[src/rtl/pwmdac_pkg.sv]
package pwmdac_pkg;

    localparam int SMP_W   = 16;
    localparam int RES_LO  = 8;
    localparam int CODE_W  = 10;
    localparam int REP_W   = 8;
    localparam int SHIFT_W = 3;
    localparam int NCH     = 2;
    localparam int WORD_W  = NCH * SMP_W;

    localparam logic [1:0] ADDR_CTRL = 2'd0;
    localparam logic [1:0] ADDR_DATA = 2'd1;
    localparam logic [1:0] ADDR_STAT = 2'd2;

    localparam int EN_BIT        = 0;
    localparam int RES_BIT       = 1;
    localparam int ALIGN_LSB     = 2;
    localparam int INV_BIT       = 4;
    localparam int SWAP_BIT      = 5;
    localparam int SHIFT_LSB     = 6;
    localparam int REP_LSB       = SHIFT_LSB + SHIFT_W;
    localparam int CTRL_USED     = REP_LSB + REP_W;
    localparam int STAT_FULL_BIT = 1;

    localparam logic [31:0] CTRL_MASK = 32'((64'd1 << CTRL_USED) - 64'd1);

    typedef logic [CODE_W-1:0] code_t;
    typedef logic [CODE_W:0]   span_t;

    typedef enum logic [1:0] {
        ALIGN_LEFT   = 2'b00,
        ALIGN_RIGHT  = 2'b01,
        ALIGN_CENTER = 2'b10,
        ALIGN_RSVD   = 2'b11
    } align_e;

    typedef struct packed {
        logic [REP_W-1:0]   rep_m1;
        logic [SHIFT_W-1:0] shift;
        logic               swap;
        logic               invert;
        align_e             align;
        logic               res10;
        logic               enable;
    } ctrl_t;

    function automatic ctrl_t decode_ctrl(input logic [31:0] w);
        ctrl_t c;
        c.enable = w[EN_BIT];
        c.res10  = w[RES_BIT];
        c.align  = align_e'(w[ALIGN_LSB +: 2]);
        c.invert = w[INV_BIT];
        c.swap   = w[SWAP_BIT];
        c.shift  = w[SHIFT_LSB +: SHIFT_W];
        c.rep_m1 = w[REP_LSB +: REP_W];
        return c;
    endfunction

    // Period length in counts for the selected resolution.
    function automatic span_t period_len(input logic res10);
        return res10 ? span_t'(1 << CODE_W) : span_t'(1 << RES_LO);
    endfunction

    // Highest count of a period.
    function automatic code_t last_count(input logic res10);
        return res10 ? '1 : code_t'((1 << RES_LO) - 1);
    endfunction

    // Sign flip, shift, then cut to the active resolution.
    function automatic code_t sample_to_code(input logic [SMP_W-1:0]   s,
                                             input logic               inv,
                                             input logic [SHIFT_W-1:0] sh,
                                             input logic               res10);
        logic [SMP_W-1:0] t;
        t = s ^ {inv, {(SMP_W-1){1'b0}}};
        t = t << sh;
        if (res10)
            return t[SMP_W-1 -: CODE_W];
        return {{(CODE_W-RES_LO){1'b0}}, t[SMP_W-1 -: RES_LO]};
    endfunction

    // Output level of one channel at a given count.
    function automatic logic pwm_level(input align_e al,
                                       input logic   res10,
                                       input code_t  cnt,
                                       input code_t  code);
        span_t p, c, k, lead;
        p    = period_len(res10);
        c    = {1'b0, code};
        k    = {1'b0, cnt};
        lead = (p - c) >> 1;
        case (al)
            ALIGN_RIGHT:  return k >= (p - c);
            ALIGN_CENTER: return (k >= lead) && (k < lead + c);
            default:      return k < c;
        endcase
    endfunction

endpackage

[src/rtl/pwmdac_regs.sv]
module pwmdac_regs
    import pwmdac_pkg::*;
(
    input  logic        clk,
    input  logic        rst,
    input  logic        bus_wr,
    input  logic [1:0]  bus_addr,
    input  logic [31:0] bus_wdata,
    input  logic        fifo_full,
    output logic [31:0] ctrl_word,
    output ctrl_t       ctrl,
    output logic [31:0] rd_data
);

    logic [31:0] ctrl_q;
    logic [31:0] status_word;

    always_ff @(posedge clk) begin
        if (rst)
            ctrl_q <= '0;
        else if (bus_wr && bus_addr == ADDR_CTRL)
            ctrl_q <= bus_wdata & CTRL_MASK;
    end

    always_comb begin
        status_word                = '0;
        status_word[STAT_FULL_BIT] = fifo_full;
    end

    always_comb begin
        case (bus_addr)
            ADDR_CTRL: rd_data = ctrl_q;
            ADDR_STAT: rd_data = status_word;
            default:   rd_data = '0;
        endcase
    end

    assign ctrl_word = ctrl_q;
    assign ctrl      = decode_ctrl(ctrl_q);

endmodule

[src/rtl/pwmdac_fifo.sv]
module pwmdac_fifo #(
    parameter int DW    = 32,
    parameter int DEPTH = 16
) (
    input  logic          clk,
    input  logic          rst,
    input  logic          push,
    input  logic [DW-1:0] din,
    input  logic          pop,
    output logic [DW-1:0] dout,
    output logic          full,
    output logic          empty
);

    localparam int AW = (DEPTH > 1) ? $clog2(DEPTH) : 1;

    logic [DW-1:0] mem [DEPTH];
    logic [AW-1:0] wr_ptr, rd_ptr;
    logic [AW:0]   fill;
    logic          do_push, do_pop;

    assign full    = (fill == (AW+1)'(DEPTH));
    assign empty   = (fill == '0);
    assign do_push = push && !full;
    assign do_pop  = pop && !empty;
    assign dout    = mem[rd_ptr];

    function automatic logic [AW-1:0] bump(input logic [AW-1:0] p);
        return (p == AW'(DEPTH - 1)) ? '0 : p + 1'b1;
    endfunction

    always_ff @(posedge clk) begin
        if (do_push)
            mem[wr_ptr] <= din;
    end

    always_ff @(posedge clk) begin
        if (rst) begin
            wr_ptr <= '0;
            rd_ptr <= '0;
            fill   <= '0;
        end else begin
            if (do_push) wr_ptr <= bump(wr_ptr);
            if (do_pop)  rd_ptr <= bump(rd_ptr);
            case ({do_push, do_pop})
                2'b10:   fill <= fill + 1'b1;
                2'b01:   fill <= fill - 1'b1;
                default: fill <= fill;
            endcase
        end
    end

endmodule

[src/rtl/pwmdac_seq.sv]
module pwmdac_seq
    import pwmdac_pkg::*;
#(
    parameter int CH = NCH
) (
    input  logic                  clk,
    input  logic                  rst,
    input  ctrl_t                 ctrl,
    input  logic                  fifo_empty,
    input  logic [CH*SMP_W-1:0]   fifo_dout,
    output logic                  fifo_pop,
    output logic                  active,
    output code_t                 cnt,
    output code_t [CH-1:0]        chan_code
);

    logic [REP_W-1:0]    rep;
    logic                at_end, rep_done, load;
    logic [SMP_W-1:0]    lane [CH];
    code_t [CH-1:0]      next_code;

    assign at_end   = cnt >= last_count(ctrl.res10);
    assign rep_done = rep >= ctrl.rep_m1;
    assign load     = ctrl.enable && (!active || (at_end && rep_done));
    assign fifo_pop = load && !fifo_empty;

    // Lane selection: with swap, lane k reads word half CH-1-k.
    for (genvar k = 0; k < CH; k++) begin : g_lane
        assign lane[k] = ctrl.swap ? fifo_dout[(CH-1-k)*SMP_W +: SMP_W]
                                   : fifo_dout[k*SMP_W +: SMP_W];
        assign next_code[k] = sample_to_code(lane[k], ctrl.invert,
                                             ctrl.shift, ctrl.res10);
    end

    always_ff @(posedge clk) begin
        if (rst) begin
            active    <= 1'b0;
            cnt       <= '0;
            rep       <= '0;
            chan_code <= '0;
        end else if (!ctrl.enable) begin
            active <= 1'b0;
            cnt    <= '0;
            rep    <= '0;
        end else begin
            active <= 1'b1;
            if (!active) begin
                cnt <= '0;
                rep <= '0;
            end else if (at_end) begin
                cnt <= '0;
                rep <= rep_done ? '0 : rep + 1'b1;
            end else begin
                cnt <= cnt + 1'b1;
            end
            if (fifo_pop)
                chan_code <= next_code;
        end
    end

endmodule

[src/rtl/pwmdac_chan.sv]
module pwmdac_chan
    import pwmdac_pkg::*;
(
    input  align_e align,
    input  logic   res10,
    input  logic   active,
    input  code_t  cnt,
    input  code_t  code,
    output logic   pwm
);

    assign pwm = active && pwm_level(align, res10, cnt, code);

endmodule

[src/rtl/pwm_audio_dac.sv]
module pwm_audio_dac
    import pwmdac_pkg::*;
#(
    parameter int FIFO_DEPTH = 16
) (
    input  logic        clk,
    input  logic        rst,
    input  logic        bus_wr,
    input  logic [1:0]  bus_addr,
    input  logic        bus_wide,
    input  logic [31:0] bus_wdata,
    output logic [31:0] bus_rdata,
    output logic        pwm_left,
    output logic        pwm_right
);

    ctrl_t               ctrl;
    logic [31:0]         ctrl_word;
    logic                fifo_full, fifo_empty, fifo_pop, fifo_push;
    logic [WORD_W-1:0]   fifo_din, fifo_dout;
    logic                active;
    code_t               cnt;
    code_t [NCH-1:0]     chan_code;
    logic [NCH-1:0]      pwm_bits;

    pwmdac_regs u_regs (
        .clk       (clk),
        .rst       (rst),
        .bus_wr    (bus_wr),
        .bus_addr  (bus_addr),
        .bus_wdata (bus_wdata),
        .fifo_full (fifo_full),
        .ctrl_word (ctrl_word),
        .ctrl      (ctrl),
        .rd_data   (bus_rdata)
    );

    assign fifo_push = bus_wr && (bus_addr == ADDR_DATA);
    assign fifo_din  = bus_wide ? bus_wdata[WORD_W-1:0]
                                : {NCH{bus_wdata[SMP_W-1:0]}};

    pwmdac_fifo #(.DW(WORD_W), .DEPTH(FIFO_DEPTH)) u_fifo (
        .clk   (clk),
        .rst   (rst),
        .push  (fifo_push),
        .din   (fifo_din),
        .pop   (fifo_pop),
        .dout  (fifo_dout),
        .full  (fifo_full),
        .empty (fifo_empty)
    );

    pwmdac_seq #(.CH(NCH)) u_seq (
        .clk        (clk),
        .rst        (rst),
        .ctrl       (ctrl),
        .fifo_empty (fifo_empty),
        .fifo_dout  (fifo_dout),
        .fifo_pop   (fifo_pop),
        .active     (active),
        .cnt        (cnt),
        .chan_code  (chan_code)
    );

    for (genvar ch = 0; ch < NCH; ch++) begin : g_chan
        pwmdac_chan u_chan (
            .align  (ctrl.align),
            .res10  (ctrl.res10),
            .active (active),
            .cnt    (cnt),
            .code   (chan_code[ch]),
            .pwm    (pwm_bits[ch])
        );
    end

    assign pwm_left  = pwm_bits[0];
    assign pwm_right = pwm_bits[NCH-1];

endmodule

[config.mk]
export PLATFORM = sky130hd
export DESIGN_NAME = pwm_audio_dac
export DESIGN_NICKNAME = d
export VERILOG_FILES = /design/src/rtl/pwmdac_pkg.sv /design/src/rtl/pwmdac_regs.sv /design/src/rtl/pwmdac_fifo.sv /design/src/rtl/pwmdac_seq.sv /design/src/rtl/pwmdac_chan.sv /design/src/rtl/pwm_audio_dac.sv
export SDC_FILE = /design/constraint.sdc
export NUM_CORES = 1
export LEC_CHECK = 0
export BUFFER_PORTS_ARGS = -buffer_cell sky130_fd_sc_hd__buf_2
export CORE_MARGIN = 2
export CORE_UTILIZATION = 50
export DETAILED_ROUTE_END_ITERATION = 8
export PLACE_DENSITY = 0.65
export SLEW_MARGIN = 5
export SYNTH_ARGS = -nofsm -noshare
export SYNTH_HDL_FRONTEND = slang
export SYNTH_SLANG_ARGS = --single-unit
[constraint.sdc]
create_clock -name clk -period 4.3 [get_ports clk]
set_input_delay 0.86 -clock clk [delete_from_list [all_inputs] [get_ports clk]]
set_output_delay 0.86 -clock clk [all_outputs]
set_load 0.05 [all_outputs]
== Word-level counts from Yosys, hierarchy flattened ==
Memories as Yosys holds them, arrays and structs flattened. A register that Yosys moved wholly into a read port is not among the register bits.
Index checks and enable logic that the tools add are counted.
Storage, ports and cells
  flip-flop bits (word level): 69
  memory bits (writable): 512
  memories kept: 1
  word-level logic and storage cells: 88
  input port bits: 38
  output and inout port bits: 34
Memory list
  u_fifo.mem: words 16, width 32, rd ports 1, clocked after memory_dff 1, wr ports 1, RTL line pwmdac_fifo.sv:17  | logic [DW-1:0] mem [DEPTH];
Operators by class
  mux-type cells: 22
  reductions and logical operators: 21
  bitwise operators: 4
  magnitude comparators: 10
  add/sub/neg operators: 10
  shift operators: 2
  eq/ne operators: 9
Operators with widths (count)
  $mux W10: 5
  $pmux W17 S2: 1
  $mux W16: 2
  $mux W32: 1
  $shl A16 B3 Y16: 2
  $xor A16 B16 Y16: 2
  $ge A10 B10 Y1: 3
  $add A10 B10 Y11: 2
  $ge A10 B11 Y1: 2
  $lt A10 B11 Y1: 2
  $sub A11 B10 Y11: 2
  $lt A10 B10 Y1: 2
  $mux W4: 4
  $logic_and A1 B1 Y1: 11
  $mux W11: 1
  $add A10 B1 Y10 const B: 1
  $pmux W5 S2: 1
  $add A4 B1 Y4 const B: 2
  $add A8 B1 Y8 const B: 1
  $eq A4 B4 Y1 const B: 2
  $ge A8 B8 Y1: 1
  $mux W8: 1
  $eq A2 B1 Y1 const B: 3
  $eq A2 B2 Y1 const B: 3
  14 further kinds: 21

== Depth between registers and ports, before layout ==
Gate-level depths: netlist of the first run.
  depth after elaboration: 9
  gate-level depth with buffers: 20
  mapped depth without buffers: 20

== Cells and area by module ==
Synthesis of the first run repeated with hierarchy kept, for this count alone.
Unflattened totals
  cells, all modules: 1774
  area total of the unflattened synthesis: 28472.3 um2
By module, submodules not included
  pwmdac_fifo: times used 1, area an instance 20289.5 um2, cells an instance 826
  pwmdac_chan: times used 2, area an instance 1700.4 um2, cells an instance 220
  pwmdac_seq: times used 1, area an instance 3265.6 um2, cells an instance 347
  pwmdac_regs: times used 1, area an instance 1258.7 um2, cells an instance 142
  pwm_audio_dac: times used 1, area an instance 257.7 um2, cells an instance 19

== Least setup slack after synthesis of the first run ==
OpenSTA, ideal clock, no wires.
  path type: reg-to-output
  from: reg u_seq.chan_code[11] (netlist name)
  to: out pwm_right
  data required time: 3.440 ns
  stages on the path, launching flop included: 21
  buffers on the path: 0
  slack: -0.443 ns
  arrival: 3.883 ns
  path through: dfxtp_1 -> inv_1 -> ha_1 -> xor2_1 -> xnor2_1 -> ha_1 -> o21a_1 -> o21ai_0 -> a21boi_0 -> o22ai_1 -> o21ai_0 -> a21o_1 -> a21oi_1 -> xor2_1 -> ha_1 -> o21ai_0 -> a21oi_1 -> a221oi_1 -> a21oi_1 -> a221oi_1 -> o221a_2
On the way
  word-level cells in the longest chain between the ends: 6
  elaborated cells between the ends (all ways): 9
  those cells by class: 2 x add/sub; 4 x order compare; 1 x mux; 2 x reduce/logical
RTL lines
  from (decl): RTL line pwmdac_seq.sv:14  | output code_t [CH-1:0] chan_code
  from (signal assigned): RTL line pwmdac_seq.sv:57  | chan_code <= next_code;
  $sub A11 B10 Y11: RTL line pwmdac_pkg.sv:91, pwmdac_pkg.sv:93
  $add A10 B10 Y11: RTL line pwmdac_pkg.sv:94  | ALIGN_CENTER: return (k >= lead) && (k < lead + c);
  $lt A10 B11 Y1: RTL line pwmdac_pkg.sv:94
  $logic_and A1 B1 Y1: RTL line pwmdac_pkg.sv:94
  $pmux W1 S2 (*): RTL line pwmdac_pkg.sv:92  | case (al)
  $logic_and A1 B1 Y1 (*): RTL line pwmdac_chan.sv:12  | assign pwm = active && pwm_level(align, res10, cnt, code);
  to (decl): RTL line pwm_audio_dac.sv:14  | output logic pwm_right
Mark *: on every way between the ends. The rest lies on a longest branch, timed or not.

== Worst setup path after layout of the first run ==
Same ends and word-level chain as after synthesis.

==> results of run 1 <==
==> flip-flops by register name, summed over array words and instances (netlist names), named ones only <==
register          flops
u_fifo.fill           5
u_fifo.mem          512
u_fifo.rd_ptr         4
u_fifo.wr_ptr         4
u_regs.ctrl_word     17
u_seq.active          1
u_seq.chan_code      20
u_seq.cnt            10
u_seq.rep             8
==> synth_stat cells (7+ instances only) <==
| cell | n |
|---|---|
| buf_1 | 8 |
| o221ai_1 | 9 |
| a21o_1 | 19 |
| inv_1 | 77 |
| o21ai_1 | 13 |
| xor2_1 | 23 |
| nand2_1 | 104 |
| buf_4 | 21 |
| and2_1 | 13 |
| a22oi_1 | 20 |
| or3_1 | 13 |
| o31ai_1 | 10 |
| o21a_1 | 12 |
| a21boi_0 | 7 |
| mux4_2 | 108 |
| mux2_2 | 43 |
| nor2b_1 | 19 |
| nand3_1 | 22 |
| edfxtp_1 | 512 |
| a211oi_1 | 16 |
| ha_1 | 122 |
| nor3_1 | 40 |
| buf_6 | 13 |
| mux2i_1 | 98 |
| a21oi_1 | 94 |
| o21ai_0 | 45 |
| clkbuf_1 | 39 |
| a221oi_1 | 20 |
| nor2_1 | 101 |
| dfxtp_1 | 73 |
| buf_2 | 19 |
| xnor2_1 | 34 |
| o211ai_1 | 17 |
| nand2b_1 | 17 |
==> power groups by stage <==
stage / Combinational (mW) / Clock, mW / Sequential (mW)
finish: 0.566 / 4.82 / 6.22
detailed placement: 0.552 / 0 / 6.34
floorplan: 0.355 / 0 / 6.34
global route: 0.620 / 5.13 / 6.22
global placement: 0.538 / 0 / 6.34
CTS: 0.557 / 4.90 / 6.22
==> layout make-up <==
type | instances | area, um^2 | share of cell area [%]
Clock inverter | 37 | 295 | 0.932
Multi-Input combinational cell | 1131 | 10300 | 32.4
Sequential cell | 585 | 16900 | 53.2
Inverter | 79 | 297 | 0.936
Timing Repair Buffer | 214 | 1610 | 5.09
Tap cell | 704 | 881 | 2.78
Clock buffer | 69 | 1490 | 4.71
==> per-stage QoR <==
stage | std cells | setup TNS [ns] | power (mW)
floorplan | 1899 | -0.285 | 6.69
CTS | 2812 | -1.77 | 11.7
global route | 2819 | -2.06 | 12.0
detailed placement | 2696 | -0.777 | 6.89
finish | 2819 | -1.54 | 11.6
global placement | 2696 | -0.639 | 6.88
==> worst max-delay path by stage <==
stage,startpoint,to,cells past startpoint
5_1_grt,u_seq.chan_code[11]$_SDFFE_PP0P_,pwm_right,19
2_1_floorplan,u_seq.chan_code[11]$_SDFFE_PP0P_,pwm_right,20
3_3_place_gp,u_seq.chan_code[10]$_SDFFE_PP0P_,pwm_right,18
6_report,u_seq.chan_code[11]$_SDFFE_PP0P_,pwm_right,21
4_1_cts,u_seq.chan_code[11]$_SDFFE_PP0P_,pwm_right,21
3_5_place_dp,u_seq.chan_code[10]$_SDFFE_PP0P_,pwm_right,21
==> cells by family (layout without fill, tap and decap cells) <==
family	after synthesis	after routing	synth area share, %
other	1	15	0.0136
adders and majority gates	124	124	5.68
DFF	585	585	61.0
AOI/OAI and AO/OA	332	332	8.07
muxes	249	249	14.1
xor gates and xnor gates	57	57	1.81
buffers and inverters	183	399	3.34
and+or+nand+nor	354	354	5.94
==> routing by layer <==
layer,vias to the layer above,GRT usage (%)
li1,7668,-
met1,8651,33.4
met2,480,41.5
met3,113,3.74
met4,4,7.46
met5,-,0
==> worst reg2reg max path, stage by stage (launching register included) <==
cell	delay, ns
dfxtp_1	0.67
ha_1	0.33
nand2_1	0.10
nor3_1	0.31
a21o_1	0.17
a21oi_1	0.15
o21ai_0	0.19
o211ai_1	0.13
inv_1	0.14
ha_1	0.26
inv_1	0.11
fa_1	0.40
inv_1	0.08
a21o_1	0.11
a21oi_1	0.07
xnor2_1	0.14
or3_1	0.32
a21oi_1	0.15
==> what timing repair did <==
item / CTS / global route
pin swaps: 31 / 35
resized for setup: 25 / 30
setup endpoints to repair: 2 / 3
buffers inserted: 10 / 7
==> run summary, run 1 <==
Status -> complete, but fails checks
Failing checks -> negative setup slack
Syn Inst Count -> 1885
Hold/Removal Path Class -> flop to flop
Worst R2R Path Depth -> 17
Hold endpoint -> u_regs.ctrl_word[11]$_SDFFE_PP0P_
Sequential share of power -> 53.6%
Area share of the largest cell type after synthesis -> 55.7%
Hold_sp -> u_regs.ctrl_word[11]$_SDFFE_PP0P_
Final hold slack -> 0.456 ns
Leakage power -> 10.7 nW
Tcrit/Tclk final -> 121%
Reg clk slew, reported paths -> 0.06 ns
Die X-Extent -> 239 um
Final setup vio count -> 2
Max Root-Sink Buffers -> 3
Filler cells -> 4317
Initial antenna violation count -> 2
Syn avg cell area -> 14.6 um^2
1st-iter DRT viols -> 1447
Critical path required time -> 3.44 ns
First-pass GRT wire length -> 104 mm
Cell Area, Synth -> 27600 um^2
Hold Fails Final Rpt -> 0
Antenna cells -> 0
CP startpoint kind -> flop
Commonest non-fill, non-tap cells in the layout -> edfxtp_1 (512), buf_4 (147), ha_1 (116), mux4_2 (108), nand2_1 (103)
Vias per inst -> 6.00
M1 wire length -> 29.6 mm
Layout cells sized above 1 -> 24.2%
Commonest non-fill, non-tap cell in the layout -> edfxtp_1
Placed Area -> 29500 um^2
Total GRT Usage -> 24.7%
Clock tree from TritonCTS -> done
Worst r2r dst -> u_fifo.fill[4]$_SDFFE_PP0P_
Met2 wire length -> 34.5 mm
Total CTS buffers -> 57
Slew at the pin with the worst max-slew slack -> 1.07 ns
Layout Utilization -> 57.7%
Switching pwr -> 2.49 mW
Largest net degree at the start of global routing -> 55
Area contributors post-synth -> edfxtp_1 (56%), mux4_2 (8.8%), ha_1 (5.5%)
Clock sink total -> 585
Nets@finish -> 2230
R2r setup slk -> 0.41 ns
Cell area after layout -> 31700 um^2
Clock Tree Root -> clkbuf_16
Final WL -> 69.9 mm
Area growth from synthesis to layout -> 14.8%
Main flop type after synthesis -> edfxtp_1
Worst setup margin -> -0.915 ns
Post-route DRC violation count -> 0
CP max stage cell -> dfxtp_2
Clk Latency, worst-skew pair -> 0.63 ns
Synth area leader -> edfxtp_1
Worst-path cell chain -> nor3_4 > buf_6 > nand2_4 > buf_6 > nor4_4 > buf_4 > a21oi_4 > xnor2_2 > ha_2 > or3_1 > o21ai_1 > a31oi_1 > xnor2_1 > ha_1 > nand2_1 > a21oi_2 > a221oi_2 > a21oi_1 > a221oi_1 > o221a_2 > buf_8
Crit-path max FO -> 3
Buffers on Ports -> 56
RSZ-0062 raised after global routing -> yes
Worst Setup End Kind -> output port
WL per Instance -> 24.8 um
Core ar. -> 54900 um^2
Part of the power in the clock network -> 41.5%
Via count -> 16916
Drt pass-1 iters -> 5
Rows -> 86
Slew Viols, Final -> 0
GRT Residual Overflow -> 0
Slowest cell delay on critical path -> 0.34 ns
CP arrival -> 4.36 ns
DP Wirelength -> 44.0 mm
Sw Ratio -> 21.5%
Max Cap Violations -> 0
Count of yosys warnings during synthesis -> 0
P_int -> 9.11 mW
Worst IR drop on VDD -> 0.431 mV
Reg2reg start -> u_seq.cnt[1]$_SDFF_PP0_
Number of global-route vias before repair -> 17070
Synth unique cells -> 74
Setup Crit Path Kind -> flop to output port
Headroom to the max-slew limit -> 28.0%
Crit path top cell by count -> buf_6
# IOs -> 72
Die area -> 57100 um^2
Number of synthesized flops with an enable pin -> 512
Power Dens Cells -> 366 nW/um^2
Routability Congestion -> 0.902
Die height -> 239 um
Hold Buf Count CTS -> 0
Max Used Layer -> met5
Min cycle time layout -> 5.22 ns
Sequential fraction of the synthesis area -> 61.0%
Max Fclk -> 192 MHz
Worst Hold Depth -> 2
Skew final -> 0.0300 ns
Initial core utilization -> 50.3%
CP bufs+invs -> 4
H-tree Lvls -> 2
Met3 routed WL -> 3.83 mm
Synthesis-stage register bit count -> 585
Dpl ws -> -0.521 ns
Crit path max-delay family -> compound AO/OA/AOI/OAI gates
ANT nets after route -> 0
Synth async-reset ratio -> 0%
Combinational Power Share -> 4.9%
(Power assumes the default switching activity.)
==> run 2: changes to the inputs <==
--- a/config.mk
+++ b/config.mk
@@ -7,4 +7,5 @@
 export LEC_CHECK = 0
 export BUFFER_PORTS_ARGS = -buffer_cell sky130_fd_sc_hd__buf_2
+export CAP_MARGIN = 20
 export CORE_MARGIN = 2
 export CORE_UTILIZATION = 50
==> constraint.sdc (replaced) <==
create_clock -name clk -period 4.3 [get_ports clk]
set_input_delay 0.645 -clock clk [delete_from_list [all_inputs] [get_ports clk]]
set_output_delay 0.645 -clock clk [all_outputs]
set_load 0.05 [all_outputs]
==> run 2 against run 1 <==
Against the previous run:
- the flow still finishes with violations (negative setup slack)
- critical endpoint unchanged
- largest power group unchanged
- sequential share of layout area about the same
- clock power grew 3%
- largest cell class unchanged
- fmax grew 6.8%
- die area unchanged
- utilization is 0.062 points higher
- routed wire length increased by 1.1%
- worst setup slack improved by 0.33 ns
- via count up 1.5%
==> run summary, run 2 (synthesis results as in run 1) <==
Worst Setup End Kind -> output port (unchanged)
CP max stage cell -> dfxtp_4 (was dfxtp_2)
Switching pwr -> 2.52 mW (was 2.49 mW)
CP bufs+invs -> 2 (was 4)
Area growth from synthesis to layout -> 15.0% (was 14.8%)
Die area -> 57100 um^2 (unchanged)
Crit path max-delay family -> compound AO/OA/AOI/OAI gates (unchanged)
Hold Buf Count CTS -> 0 (unchanged)
Leakage power -> 10.6 nW (was 10.7 nW)
Clock sink total -> 585 (unchanged)
Die X-Extent -> 239 um (unchanged)
First-pass GRT wire length -> 107 mm (was 104 mm)
CP startpoint -> u_seq.chan_code[10]$_SDFFE_PP0P_ (was u_seq.chan_code[11]$_SDFFE_PP0P_)
Critical path required time -> 3.65 ns (was 3.44 ns)
CP startpoint kind -> flop (unchanged)
Power Total -> 11.8 mW (was 11.6 mW)
Hold Fails Final Rpt -> 0 (unchanged)
Rows -> 86 (unchanged)
Crit-path max FO -> 4 (was 3)
Layout cells sized above 1 -> 24.2% (about the same)
Clock tree from TritonCTS -> done (unchanged)
Initial antenna violation count -> 0 (was 2)
Part of the power in the clock network -> 42.2% (was 41.5%)
Max Cap Violations -> 0 (unchanged)
Slowest cell delay on critical path -> 0.38 ns (was 0.34 ns)
Commonest non-fill, non-tap cells in the layout -> edfxtp_1 (512), buf_4 (128), ha_1 (116), mux4_2 (108), nand2_1 (102) (was edfxtp_1 (512), buf_4 (147), ha_1 (116), mux4_2 (108), nand2_1 (103))
Max Fclk -> 205 MHz (was 192 MHz)
Reg clk slew, reported paths -> 0.06 ns (about the same)
Worst R2R Path Depth -> 19 (was 17)
Largest Register -> u_fifo.mem (unchanged)
Worst IR drop on VDD -> 0.439 mV (was 0.431 mV)
Tcrit/Tclk final -> 114% (was 121%)
Max Root-Sink Buffers -> 3 (unchanged)
1st-iter DRT viols -> 1806 (was 1447)
Slew at the pin with the worst max-slew slack -> 1.03 ns (was 1.07 ns)
Worst setup margin -> -0.585 ns (was -0.915 ns)
Placed Area -> 29500 um^2 (about the same)
Post-route DRC violation count -> 0 (unchanged)
DP Wirelength -> 45.2 mm (was 44.0 mm)
Number of global-route vias before repair -> 17001 (was 17070)
Commonest non-fill, non-tap cell in the layout -> edfxtp_1 (unchanged)
H-tree Lvls -> 2 (unchanged)
Skew final -> 0.0192 ns (was 0.0300 ns)
Largest net degree at the start of global routing -> 45 (was 55)
Layout Utilization -> 57.8% (was 57.7%)
Via count -> 17163 (was 16916)
Slew Viols, Final -> 0 (unchanged)
WL per Instance -> 25.2 um (was 24.8 um)
Hold/Removal Path Class -> primary input to flop (was flop to flop)
Min cycle time layout -> 4.89 ns (was 5.22 ns)
Initial core utilization -> 50.3% (unchanged)
Clk Latency, worst-skew pair -> 0.63 ns (about the same)
Largest register FFs -> 512 (unchanged)
Die height -> 239 um (unchanged)
CP arrival -> 4.24 ns (was 4.36 ns)
RSZ-0062 raised after global routing -> yes (unchanged)
Sw Ratio -> 21.5% (about the same)
Headroom to the max-slew limit -> 31.5% (was 28.0%)
Combinational Power Share -> 4.8% (was 4.9%)
Total GRT Usage -> 25.3% (was 24.7%)
Final WL -> 70.6 mm (was 69.9 mm)
Core ar. -> 54900 um^2 (unchanged)
Sequential share of power -> 52.9% (was 53.6%)
P_int -> 9.23 mW (was 9.11 mW)
Buffers on Ports -> 56 (unchanged)
Setup Crit Path Kind -> flop to output port (unchanged)
Worst setup endpoint -> pwm_right (unchanged)
Cell area after layout -> 31700 um^2 (about the same)
Reg2reg start -> u_seq.rep[0]$_SDFFE_PP0P_ (was u_seq.cnt[1]$_SDFF_PP0_)
# IOs -> 72 (unchanged)
Drt pass-1 iters -> 5 (unchanged)
Clock Tree Root -> clkbuf_16 (unchanged)
Vias per inst -> 6.13 (was 6.00)
Status -> complete, but fails checks (unchanged)
Dpl ws -> -0.361 ns (was -0.521 ns)
Antenna cells -> 0 (unchanged)
GRT Residual Overflow -> 0 (unchanged)
Final setup vio count -> 2 (unchanged)
Routability Congestion -> 0.906 (was 0.902)
Fin cells -> 2802 (was 2819)
Worst-path cell chain -> inv_2 > ha_4 > xor2_2 > xnor2_1 > ha_2 > o21a_1 > o21ai_2 > a21boi_1 > o22ai_1 > o21ai_1 > a21o_1 > a21oi_2 > xor2_1 > ha_1 > o21ai_1 > a21oi_2 > a221oi_2 > a21oi_1 > a221oi_2 > o221a_2 > buf_8 (was nor3_4 > buf_6 > nand2_4 > buf_6 > nor4_4 > buf_4 > a21oi_4 > xnor2_2 > ha_2 > or3_1 > o21ai_1 > a31oi_1 > xnor2_1 > ha_1 > nand2_1 > a21oi_2 > a221oi_2 > a21oi_1 > a221oi_1 > o221a_2 > buf_8)
R2r setup slk -> 0.48 ns (was 0.41 ns)
Placed cells -> 2687 (was 2696)
Nets@finish -> 2217 (was 2230)
Failing checks -> negative setup slack (unchanged)
Total CTS buffers -> 58 (was 57)
ANT nets after route -> 0 (unchanged)
Worst r2r dst -> u_fifo.fill[4]$_SDFFE_PP0P_ (unchanged)
Critical path depth -> 21 (unchanged)
Power Dens Cells -> 371 nW/um^2 (was 366 nW/um^2)
-- run 2: changes by cell type in the layout (fill, tap and decap cells not counted), sizes merged --
cell | previous run | this run
clkinv | 30 | 18
bufinv | 4 | 5
buf | 214 | 200
clkbuf | 69 | 76
inv | 78 | 79
-- run 2: cell type report --
class	count	area [um^2]
clock inverters	27	297
clock buffers	76	1550
inverters	79	297
well taps	704	881
repair buffers	200	1560
flip-flops and latches	585	16900
multi-input cells	1131	10300
fillers	4294	23200
-- run 2: through the flow --
step                setup TNS [ns]  hold WS, ns
floorplan                  -0.0701        0.436
global placement            -0.354        0.448
detailed placement          -0.586        0.452
CTS                          -1.16        0.338
global route                 -1.50        0.368
finish                      -0.965        0.371
-- run 2: repair_timing --
item	in CTS	in global routing
gates resized for setup	43	25
buffers inserted	9	3
setup endpoints to repair	2	3
pin swaps	44	20
-- run 2: metal layers --
| metal | track usage, % | vias to the layer above | routed length (um) |
|---|---|---|---|
| li1 | - | 7648 | - |
| met3 | 2.73 | 102 | 4520 |
| met5 | 0 | - | 0 |
| met1 | 35.9 | 8762 | 30400 |
| met2 | 41.8 | 651 | 34000 |
| met4 | 6.72 | 0 | 1640 |
-- run 2: worst min-delay path by stage --
stage	depth (start not counted)	end	slack, ns	from
after floorplan	2	u_regs.ctrl_word[10]$_SDFFE_PP0P_	0.44	u_regs.ctrl_word[10]$_SDFFE_PP0P_
after global placement	2	u_regs.ctrl_word[15]$_SDFFE_PP0P_	0.45	u_regs.ctrl_word[15]$_SDFFE_PP0P_
after detailed placement	2	u_regs.ctrl_word[13]$_SDFFE_PP0P_	0.45	u_regs.ctrl_word[13]$_SDFFE_PP0P_
after CTS	3	u_regs.ctrl_word[16]$_SDFFE_PP0P_	0.34	bus_wdata[16]
after global routing	3	u_regs.ctrl_word[16]$_SDFFE_PP0P_	0.37	bus_wdata[16]
final	3	u_regs.ctrl_word[16]$_SDFFE_PP0P_	0.37	bus_wdata[16]
-- run 2: power groups by stage --
stage	Clock, mW	Sequential (mW)	Combinational [mW]
after floorplan	0	6.34	0.354
after global placement	0	6.34	0.535
after detailed placement	0	6.34	0.548
after CTS	5.03	6.22	0.556
after global routing	5.27	6.22	0.619
final	4.96	6.22	0.568
-- run 2: worst register-to-register path: stages, from the launching register on --
cell and delay (ns):
dfxtp_1 0.45, inv_1 0.08, ha_1 0.26, nand2b_1 0.14
a21o_1 0.17, a21oi_1 0.14, o21ai_0 0.12, o41ai_2 0.35
o21ai_0 0.17, o211ai_1 0.16, inv_1 0.13, ha_1 0.27
inv_1 0.12, fa_1 0.22, inv_1 0.05, a21o_1 0.16
a21oi_1 0.20, xnor2_1 0.11, or3_1 0.31, a21oi_1 0.13
